[src/rtl/deser_pkg.sv]
package deser_pkg;

    typedef enum logic [1:0] {
        RATIO_4  = 2'b00,
        RATIO_8  = 2'b01,
        RATIO_10 = 2'b10,
        RATIO_16 = 2'b11
    } ratio_e;

    typedef enum logic {
        ST_EMPTY = 1'b0,
        ST_FILL  = 1'b1
    } asm_state_e;

    function automatic int unsigned ratio_len(ratio_e r);
        case (r)
            RATIO_4:  return 4;
            RATIO_8:  return 8;
            RATIO_10: return 10;
            default:  return 16;
        endcase
    endfunction

endpackage

[src/rtl/deser_src_sel.sv]
module deser_src_sel (
    input  logic rec_bit,
    input  logic rec_tick,
    input  logic alt_bit,
    input  logic alt_tick,
    input  logic use_alt_n,
    output logic sel_bit,
    output logic sel_tick
);
    always_comb begin
        if (use_alt_n) begin
            sel_bit  = rec_bit;
            sel_tick = rec_tick;
        end else begin
            sel_bit  = alt_bit;
            sel_tick = alt_tick;
        end
    end
endmodule

[src/rtl/deser_core.sv]
module deser_core
    import deser_pkg::*;
#(
    parameter int LANES = 16
) (
    input  logic             clk,
    input  logic             rst_n,
    input  ratio_e           ratio_sel,
    input  logic             in_bit,
    input  logic             in_tick,
    output logic [LANES-1:0] raw_word,
    output logic             word_done,
    output ratio_e           ratio_q
);
    localparam int CW = $clog2(LANES + 1);

    asm_state_e       state, state_n;
    logic [CW-1:0]    cnt, cnt_n;
    logic [LANES-1:0] sr, sr_n;
    logic [CW-1:0]    len_c;
    logic             ratio_chg;

    assign len_c     = CW'(ratio_len(ratio_q));
    assign ratio_chg = (ratio_sel != ratio_q);

    // state register
    always_ff @(posedge clk or negedge rst_n) begin
        if (!rst_n) begin
            state   <= ST_EMPTY;
            cnt     <= '0;
            sr      <= '0;
            ratio_q <= RATIO_16;
        end else begin
            state   <= state_n;
            cnt     <= cnt_n;
            sr      <= sr_n;
            ratio_q <= ratio_sel;
        end
    end

    // transitions and outputs
    always_comb begin
        state_n   = state;
        cnt_n     = cnt;
        sr_n      = sr;
        word_done = 1'b0;
        if (ratio_chg) begin
            // ratio-restart
            state_n = ST_EMPTY;
            cnt_n   = '0;
            sr_n    = '0;
        end else if (in_tick) begin
            unique case (state)
                ST_EMPTY: begin
                    // first-bit
                    sr_n    = {{(LANES-1){1'b0}}, in_bit};
                    cnt_n   = CW'(1);
                    state_n = ST_FILL;
                end
                ST_FILL: begin
                    sr_n = {sr[LANES-2:0], in_bit};
                    if (cnt == len_c - CW'(1)) begin
                        // word-complete
                        word_done = 1'b1;
                        cnt_n     = '0;
                        state_n   = ST_EMPTY;
                    end else begin
                        cnt_n = cnt + CW'(1);
                    end
                end
            endcase
        end
    end

    assign raw_word = sr_n;

    p_cnt_range_r1: assert property (@(posedge clk) disable iff (!rst_n)
        cnt < len_c);

    p_restart_r9: assert property (@(posedge clk) disable iff (!rst_n)
        ratio_chg |=> (cnt == '0 && state == ST_EMPTY));

    p_done_in_fill_r1: assert property (@(posedge clk) disable iff (!rst_n)
        word_done |-> (state == ST_FILL && in_tick));

endmodule

[src/rtl/deser_fmt.sv]
module deser_fmt
    import deser_pkg::*;
#(
    parameter int LANES       = 16,
    parameter int NARROW_BASE = 6
) (
    input  logic [LANES-1:0] raw_word,
    input  ratio_e           ratio,
    input  logic             mute,
    input  logic             mirror,
    input  logic             odd_par,
    output logic [LANES-1:0] out_word,
    output logic             out_par
);
    logic [LANES-1:0] placed, muted, flipped;

    function automatic logic [LANES-1:0] low_mask(int n);
        logic [LANES-1:0] m;
        m = '0;
        for (int k = 0; k < LANES; k++)
            if (k < n) m[k] = 1'b1;
        return m;
    endfunction

    always_comb begin
        unique case (ratio)
            RATIO_16: placed = raw_word;
            RATIO_10: placed = raw_word & low_mask(10);
            RATIO_8:  placed = raw_word & low_mask(8);
            RATIO_4:  placed = (raw_word & low_mask(4)) << NARROW_BASE;
        endcase
        muted = mute ? '0 : placed;
    end

    for (genvar g = 0; g < LANES; g++) begin : g_flip
        assign flipped[g] = muted[LANES-1-g];
    end

    assign out_word = mirror ? flipped : muted;
    assign out_par  = (^muted) ^ odd_par;

endmodule

[src/rtl/word_deser.sv]
module word_deser
    import deser_pkg::*;
#(
    parameter int LANES       = 16,
    parameter int NARROW_BASE = 6
) (
    input  logic             clk,
    input  logic             rst_n,
    input  logic             rx_bit,
    input  logic             rx_tick,
    input  logic             lb_bit,
    input  logic             lb_tick,
    input  logic             loop_en_n,
    input  logic [1:0]       ratio_sel,
    input  logic             mute,
    input  logic             mirror,
    input  logic             odd_par,
    output logic [LANES-1:0] par_word,
    output logic             par_bit,
    output logic             word_stb
);
    localparam logic [LANES-1:0] NARROW_MASK = LANES'(4'hF) << NARROW_BASE;

    logic             s_bit, s_tick, done;
    logic [LANES-1:0] raw, fmt_word;
    logic             fmt_par;
    ratio_e           ratio_q;

    deser_src_sel u_src (
        .rec_bit  (rx_bit),
        .rec_tick (rx_tick),
        .alt_bit  (lb_bit),
        .alt_tick (lb_tick),
        .use_alt_n(loop_en_n),
        .sel_bit  (s_bit),
        .sel_tick (s_tick)
    );

    deser_core #(.LANES(LANES)) u_core (
        .clk      (clk),
        .rst_n    (rst_n),
        .ratio_sel(ratio_e'(ratio_sel)),
        .in_bit   (s_bit),
        .in_tick  (s_tick),
        .raw_word (raw),
        .word_done(done),
        .ratio_q  (ratio_q)
    );

    deser_fmt #(.LANES(LANES), .NARROW_BASE(NARROW_BASE)) u_fmt (
        .raw_word(raw),
        .ratio   (ratio_q),
        .mute    (mute),
        .mirror  (mirror),
        .odd_par (odd_par),
        .out_word(fmt_word),
        .out_par (fmt_par)
    );

    always_ff @(posedge clk or negedge rst_n) begin
        if (!rst_n) begin
            par_word <= '0;
            par_bit  <= 1'b0;
            word_stb <= 1'b0;
        end else begin
            word_stb <= done;
            if (done) begin
                par_word <= fmt_word;
                par_bit  <= fmt_par;
            end
        end
    end

    p_stb_single_r10: assert property (@(posedge clk) disable iff (!rst_n)
        word_stb |=> !word_stb);

    p_hold_r10: assert property (@(posedge clk) disable iff (!rst_n)
        !word_stb |-> ($stable(par_word) && $stable(par_bit)));

    p_parity_r5: assert property (@(posedge clk) disable iff (!rst_n)
        word_stb |-> ((^par_word) ^ par_bit) == $past(odd_par));

    p_mute_zero_r7: assert property (@(posedge clk) disable iff (!rst_n)
        (word_stb && $past(mute)) |-> (par_word == '0));

    p_narrow_lanes_r4: assert property (@(posedge clk) disable iff (!rst_n)
        (word_stb && $past(ratio_sel) == 2'b00 && !$past(mirror))
            |-> ((par_word & ~NARROW_MASK) == '0));

endmodule

[config.mk]
export PLATFORM = sky130hd
export DESIGN_NAME = word_deser
export DESIGN_NICKNAME = d
export VERILOG_FILES = /design/src/rtl/deser_pkg.sv /design/src/rtl/deser_src_sel.sv /design/src/rtl/deser_core.sv /design/src/rtl/deser_fmt.sv /design/src/rtl/word_deser.sv
export SDC_FILE = /design/constraint.sdc
export NUM_CORES = 1
export LEC_CHECK = 0
export ABC_CLOCK_PERIOD_IN_PS = 3100
export BUFFER_PORTS_ARGS = -buffer_cell sky130_fd_sc_hd__buf_2
export CORE_MARGIN = 8
export CORE_UTILIZATION = 35
export DETAILED_ROUTE_END_ITERATION = 10
export PLACE_DENSITY = 0.61
export SLEW_MARGIN = 20
export SYNTH_ARGS = -nofsm -noshare
export SYNTH_HDL_FRONTEND = slang
export SYNTH_SLANG_ARGS = --single-unit
[constraint.sdc]
create_clock -name clk -period 3.1 [get_ports clk]
set_input_delay 0.155 -clock clk [delete_from_list [all_inputs] [get_ports clk]]
set_output_delay 0.155 -clock clk [all_outputs]
set_load 0.05 [all_outputs]
==> run summary, run 1 <==
Status - completed
GR Layer Usage met3 - 2.37%
Met2 global-route usage - 19.1%
Flop pwr share - 53.8%
Synth Area in XOR/XNOR - 6.21%
CP max stage delay - 0.61 ns
Hold_buf cts - 2
Drt drc - 0
Post-synth EDFFs - 0
Max-slew violations - 0
FF+latch area - 1050 um^2
TritonRoute pass-1 iters - 4
Seq/Total Area, Yosys - 43.6%
Syn Inst Count - 272
Worst path top cell family by delay - simple AND/OR/NAND/NOR gates
HPWL after detailed placement - 4110 um
Minimum clock period - 2.62 ns
Post-route cell area - 2740 um^2
Post-synthesis mux area share - 9.06%
Post-CTS Setup Repair Bufs - 0
CTS root buf - clkbuf_8
Setup TNS - 0 ns
Num rows - 30
Later-pin clock latency in the skew report - 0.30 ns
Drt initial violations - 85
Layout area overhead - 13.5%
Final Core Density - 40.6%
Tot GR Track Use - 12.1%
Leakage power total - 0.00124 uW
Maximum clock path buffer count - 2
Antenna Nets Post-Route - 0
Yosys cell types - 42
Vias per std cell - 5.35
First-pass GRT wire length - 9680 um
# diodes - 0
Routability cong. - 0.854
Compound-Gate Fraction of Synth Area - 16.3%
Initial core utilization - 35.8%
Post-Synth Adder-Cell Area - 0.518%
Slew at the pin closest to its max-slew limit - 0.978 ns
Final hold vios - 0
Port Buf Inserts - 29
Vias in the first global route - 1957
Psw - 290 uW
Worst hold path class - in -> async
Post-DP Area - 2630 um^2
# IOs - 30
Crit path cell chain - xnor2_1, nand2_1, o32a_1, or3_1, and3_1, a211o_1, a31oi_1
Gr busiest metal - met2
DR vias - 2011
Fillers - 699
Ys async rst share - 100%
Met1 GRT Util - 15.8%
CORE AREA - 6760 um^2
Worst-path clk slew - 0.09 ns
Relative slew slack - 34.8%
Die Ht - 99.1 um
Total Wirelength - 5650 um
Final setup fails - 0
Max Fanout on Critical Path - 15
Die width - 99.1 um
Worst EP required - 3.33 ns
Post-CTS resize count - 0
Post-synthesis register bit count - 42
RSZ-0062 raised after global routing - false
Share of cells above drive strength 1 - 16.6%
Internal - 750 uW
Fin crit share - 84.6%
WL per Instance - 15.0 um
Die Area - 9820 um^2
Sinks on the clock net - 42
Crit end category - register
Fmax - 0.381 GHz
Primary FF master, synth - dfrtp_1
CP startpoint kind - register
Synthesized area - 2420 um^2
Critical path's slowest cell - dfstp_2
Logic pwr share - 10.4%
Max Cap Violations - 0
YS warnings - 0
Pwr dens - 379 nW/um^2
VDD IR max - 0.157 mV
Largest net degree at the start of global routing - 43
Clock network fraction of design power - 35.7%
Overflow after GRT - 0
Nets - 308
H-Tree Depth - 2
Critical Path AT - 2.85 ns
Mean Syn Cell Area - 8.89 um^2
CTS tree - done
Multi-input logic area - 1280 um^2
CP Buf/Inv Count - 0
Crit path kind - reg -> reg
Clock skew - 0.0134 ns
Syn_nets - 285
Post-synthesis simple-gate area fraction - 20.5%
Largest family of logic cells by synthesized area - simple AND/OR/NAND/NOR gates
CTS Buf Count - 5
Initial antenna violation count - 0
Switch share - 27.9%
## power groups by stage
stage	combinational, uW	sequential [uW]	clock [uW]
final	108	560	372
after CTS	109	560	385
after global placement	106	570	0
after detailed placement	107	571	0
after floorplan	71.6	566	0
after global routing	121	561	406
## metrics by stage
stage | cells | worst slack [ns] | power [uW] | hold WS, ns
after floorplan | 272 | 0.601 | 638 | -0.141
after global placement | 366 | 0.549 | 676 | 0.298
after detailed placement | 366 | 0.495 | 678 | 0.298
after CTS | 376 | 0.478 | 1050 | 0.0435
after global routing | 376 | 0.288 | 1090 | 0.0853
final | 376 | 0.477 | 1040 | 0.0149
## cell families after synthesis
logic type                 Yosys count
and+or+nand+nor                    106
buffers and inverters               24
muxes                               20
AOI/OAI and AO/OA                   65
xor gates and xnor gates            14
DFF                                 42
adders and majority gates            1
## area by class of cell
class	count	share of cell area, %
multi-input cells	206	46.6
flip-flops and latches	42	38.4
repair buffers	36	7.39
well taps	80	3.65
clock buffers	5	2.51
clock inverters	3	0.912
inverters	4	0.547
## sequential cells by signal, indices dropped and copies added (netlist names)
| signal | count |
|---|---|
| par_word | 16 |
| u_core.ratio_q | 2 |
| u_core.cnt | 5 |
| u_core.sr | 16 |
| par_bit | 1 |
| word_stb | 1 |
| u_core.state | 1 |
## path summary, 6_finish.rpt
path	start	endpoint	slack, ns	cells past startpoint
min in group clk	mirror	par_word[0]$_DFFE_PN0P_	0.27	3
worst min register to register	par_word[1]$_DFFE_PN0P_	par_word[1]$_DFFE_PN0P_	0.53	2
max in group asynchronous	rst_n	par_word[11]$_DFFE_PN0P_	2.48	1
worst min-delay path	rst_n	u_core.sr[12]$_DFF_PN0_	0.01	1
worst max-delay path	u_core.ratio_q[1]$_DFF_PN1_	par_bit$_DFFE_PN0P_	0.48	7
worst max register to register	u_core.ratio_q[1]$_DFF_PN1_	par_bit$_DFFE_PN0P_	0.48	7
## synth_stat cells (all sizes together), types with 2 or more instances
master	instances	share of area [%]
dfstp	2	2.2
a211oi	9	2.8
a211o	2	0.72
buf	5	0.88
and2	5	1.3
o21ai	3	0.62
xnor2	5	1.8
o32a	2	0.83
o22ai	2	0.52
nor3b	4	1.4
a21o	3	0.93
or3	4	1.0
and3	4	1.0
dfrtp	40	41
mux2	2	1.1
mux2i	17	7.0
nor2	43	6.7
clkbuf	15	2.3
xor2	7	2.5
a21oi	36	7.5
nor3	7	1.4
a31oi	3	0.78
nand2	20	3.1
nand3	14	2.9
xnor3	2	1.9
inv	4	0.62
## cell usage in the layout, fill, tap and decap left out, types with 3 or more instances in the layout
cell      Yosys  final
or3_1         4      4
o21ai_0       3      3
a21o_1        3      3
buf_2         2     29
dfrtp_1      40     40
a211oi_1      9      9
mux2i_1      17     17
and2_1        5      5
nand3_1      14     14
nor2_1       43     43
buf_4         0      5
xor2_1        7      7
nor3_1        7      7
and3_1        4      4
inv_1         3      3
a31oi_1       3      3
nand2_1      20     20
nor3b_1       3      3
clkbuf_8      0      5
a21oi_1      36     36
xnor2_1       5      5
## worst reg2reg max path, cell delays in order, from the launching register on
cell,delay (ns)
dfstp_2,0.61
xnor2_1,0.16
nand2_1,0.34
o32a_1,0.50
or3_1,0.37
and3_1,0.20
a211o_1,0.22
a31oi_1,0.16
## per-layer routing
layer | vias to the layer above | share of wire (%)
met2 | 34 | 48
met1 | 968 | 48
met4 | 0 | 1.9
met5 | - | 0
li1 | 1001 | -
met3 | 8 | 2.8
No activity file was read; power rests on OpenSTA's default activity.
==> inputs of run 2 (changes only) <==
Settings changed: ABC_AREA set to 1, ABC_CLOCK_PERIOD_IN_PS 3100 to 2640, PLACE_DENSITY 0.61 to 0.6.
Clock period 3.1 ns to 2.64 ns, I/O delays scaled along.
==> run summary, run 2 <==
Post-synth top area share - 37.4% (-4.0 points)
Drt initial violations - 106 (+25%)
Max Fanout on Critical Path - 12 (-3)
Post-placement worst setup slack - 0.338 ns (-0.157 ns)
Post-synthesis simple-gate area fraction - 36.5% (+16 points)
Minimum clock period - 2.26 ns (-0.367 ns)
Syn_nets - 403 (+41%)
VDD IR max - 0.240 mV (+53%)
Critical path's slowest cell - dfstp_2
Leakage power total - 0.00168 uW (+36%)
Seq/Total Area, Yosys - 39.3% (-4.2 points)
Maximum clock path buffer count - 2 (unchanged)
Drt drc - 0 (unchanged)
Compound-Gate Fraction of Synth Area - 11.0% (-5.3 points)
Slew at the pin closest to its max-slew limit - 0.947 ns (-0.0311 ns)
Fin crit share - 85.4% (+0.83 points)
Most common cell after layout, fill and taps aside - nand2_1
Relative slew slack - 36.9% (+2.1 points)
Post-synth top area cell - dfrtp_1
Pwr dens - 472 nW/um^2 (+25%)
Ys async rst share - 100% (unchanged)
CP max stage delay - 0.60 ns (about the same)
Setup TNS - 0 ns (unchanged)
DR vias - 2454 (+22%)
Die Ht - 103 um (+4.4%)
Largest net degree at the start of global routing - 43 (unchanged)
Final Core Density - 39.9% (-0.65 points)
Final hold vios - 40 (+40)
Post-CTS Setup Repair Bufs - 0 (unchanged)
Overflow after GRT - 0 (unchanged)
H-Tree Depth - 2 (unchanged)
Port Buf Inserts - 29 (unchanged)
TritonRoute pass-1 iters - 4 (unchanged)
RSZ-0062 raised after global routing - false
Critical Path AT - 2.45 ns (-0.40 ns)
CP Buf/Inv Count - 2 (+2)
Commonest non-fill, non-tap cells in the layout - nand2_1, inv_1, dfrtp_1
Worst-path clk slew - 0.08 ns (about the same)
CP startpoint kind - register
Syn Inst Count - 390 (+43%)
Cell with the most instances after synthesis - nand2_1
Post-synth top cells - nand2_1, inv_1, dfrtp_1
Initial core utilization - 35.4% (-0.39 points)
Antenna Nets Post-Route - 0 (unchanged)
Worst hold path class - in -> async
Post-synth EDFFs - 0 (unchanged)
Post-CTS resize count - 0 (unchanged)
Max Cap Violations - 0 (unchanged)
Nets - 432 (+40%)
CTS Buf Count - 5 (unchanged)
Synth top area cells - dfrtp_1, nand2_1, nand3_1, inv_1, o21ai_0
Status - finished with violations
Final setup fails - 0 (unchanged)
Max-slew violations - 0 (unchanged)
Primary FF master, synth - dfrtp_1
Hold Slack - -0.0330 ns (-0.0479 ns)
Post-synthesis register bit count - 42 (unchanged)
First-pass GRT wire length - 11200 um (+15%)
Violated checks - hold timing
Sinks on the clock net - 42 (unchanged)
Layout area overhead - 12.9%
Share of cells above drive strength 1 - 18.6% (+2.0 points)
Synthesized area - 2680 um^2 (+11%)
CORE AREA - 7570 um^2 (+12%)
Worst EP required - 2.84 ns (-0.49 ns)
Total Wirelength - 6610 um (+17%)
Crit end category - register
Mean Syn Cell Area - 6.87 um^2 (-23%)
Fmax - 0.443 GHz (+16%)
Largest family of logic cells by synthesized area - simple AND/OR/NAND/NOR gates
Regs by FF count - par_word x16, u_core.sr x16, u_core.cnt x5
Synth Area in XOR/XNOR - 0.981% (-5.2 points)
Die width - 103 um (+4.4%)
Post-synthesis mux area share - 0% (-9.1 points)
Crit path cell chain - inv_2, nand2_1, nand2_1, nor2_2, nand2_1, nand3_2, nand2_1, nand2_1, nand2_1, nand2_1, nand2_1, inv_1, nand3_1, nand3_1, nand2_1
# diodes - 0 (unchanged)
Vias in the first global route - 2463 (+26%)
Num rows - 32 (+6.7%)
Clock skew - 0.00436 ns (-0.00907 ns)
Yosys cell types - 32 (-24%)
Later-pin clock latency in the skew report - 0.30 ns (about the same)
Die Area - 10700 um^2 (+9.0%)
CP most frequent cell - nand2_1
HPWL after detailed placement - 4860 um (+18%)
YS warnings - 0 (unchanged)
Vias per std cell - 4.70 (-12%)
Crit path kind - reg -> reg
WL per Instance - 12.7 um (-16%)
Initial antenna violation count - 0 (unchanged)
# IOs - 30 (unchanged)
Worst path top cell family by delay - simple AND/OR/NAND/NOR gates
Tot GR Track Use - 13.3% (+1.2 points)
Worst setup margin - 0.384 ns (-0.0926 ns)
Post-Synth Adder-Cell Area - 0.467% (-0.050 points)
Routability cong. - 0.826 (-3.3%)
CTS tree - done
CTS root buf - clkbuf_8
==> run 2: changes by cell type after synthesis, sizes merged, moves of 20 or more <==
cell	delta
a21oi	-20
o21ai	+29
inv	+52
nand3	+26
nand2	+123
==> run 2: power breakdown <==
group	switching, uW	internal (uW)	leakage [uW]
combinational	173	58.4	0.00105
sequential	13.8	663	0.000569
clock	240	279	0.0000579
total	427	1000	0.00168
==> run 2: layout make-up <==
type / instances / area [um^2]
timing repair buffer: 36 / 203
sequential: 42 / 1050
clock buffer: 5 / 68.8
tap: 102 / 128
fill: 833 / 4540
clock inverter: 3 / 40.0
multi-input combinational: 277 / 1320
inverter: 57 / 214
==> run 2: stage by stage <==
stage          power, uW  std cells  hold slack [ns]  instance area (um^2)
2_1_floorplan        857        390           -0.164                  2680
3_3_place_gp         913        511            0.268                  2890
3_5_place_dp         917        511            0.269                  2890
4_1_cts             1440        521           0.0125                  3020
5_1_grt             1490        522           0.0608                  3020
6_report            1430        522          -0.0330                  3020
==> run 2: repair_timing <==
action,in CTS,in global routing
setup endpoints to repair,0,1
endpoints found under the hold margin,2,0
hold buffers,2,0
==> run 2: kinds of logic (layout without fill, tap and decap cells) <==
kind of cell / count (synthesis) / count (layout)
XOR/XNOR: 3 / 3
adder cells (fa/ha/maj): 1 / 1
buffers and inverters: 72 / 101
AND/OR/NAND/NOR: 219 / 220
AO/OA/AOI/OAI: 53 / 53
flip-flops: 42 / 42
==> run 2: final timing paths <==
path	start	endpoint	slack, ns	cells after the start
max in group asynchronous	rst_n	par_word[10]$_DFFE_PN0P_	2.07	1
min in group clk	mirror	par_word[2]$_DFFE_PN0P_	0.26	3
hold / removal	rst_n	par_word[0]$_DFFE_PN0P_	-0.03	1
hold reg to reg	par_word[10]$_DFFE_PN0P_	par_word[10]$_DFFE_PN0P_	0.48	2
setup reg to reg	u_core.ratio_q[1]$_DFF_PN1_	par_bit$_DFFE_PN0P_	0.38	15
setup / recovery	u_core.ratio_q[1]$_DFF_PN1_	par_bit$_DFFE_PN0P_	0.38	15
==> run 2: worst register-to-register path, stage by stage (launching register included) <==
cell and delay [ns]:
dfstp_2 0.60, inv_2 0.07, nand2_1 0.06, nand2_1 0.12
nor2_2 0.45, nand2_1 0.17, nand3_2 0.12, nand2_1 0.05
nand2_1 0.07, nand2_1 0.05, nand2_1 0.05, nand2_1 0.09
inv_1 0.06, nand3_1 0.07, nand3_1 0.08, nand2_1 0.05
==> run 2: routing by layer <==
layer	track usage (%)	share of wire, %	up-vias
li1	-	-	1286
met3	2.41	3.3	7
met4	4.12	1.1	0
met1	16.2	47	1138
met5	0	0	-
met2	23.3	49	23
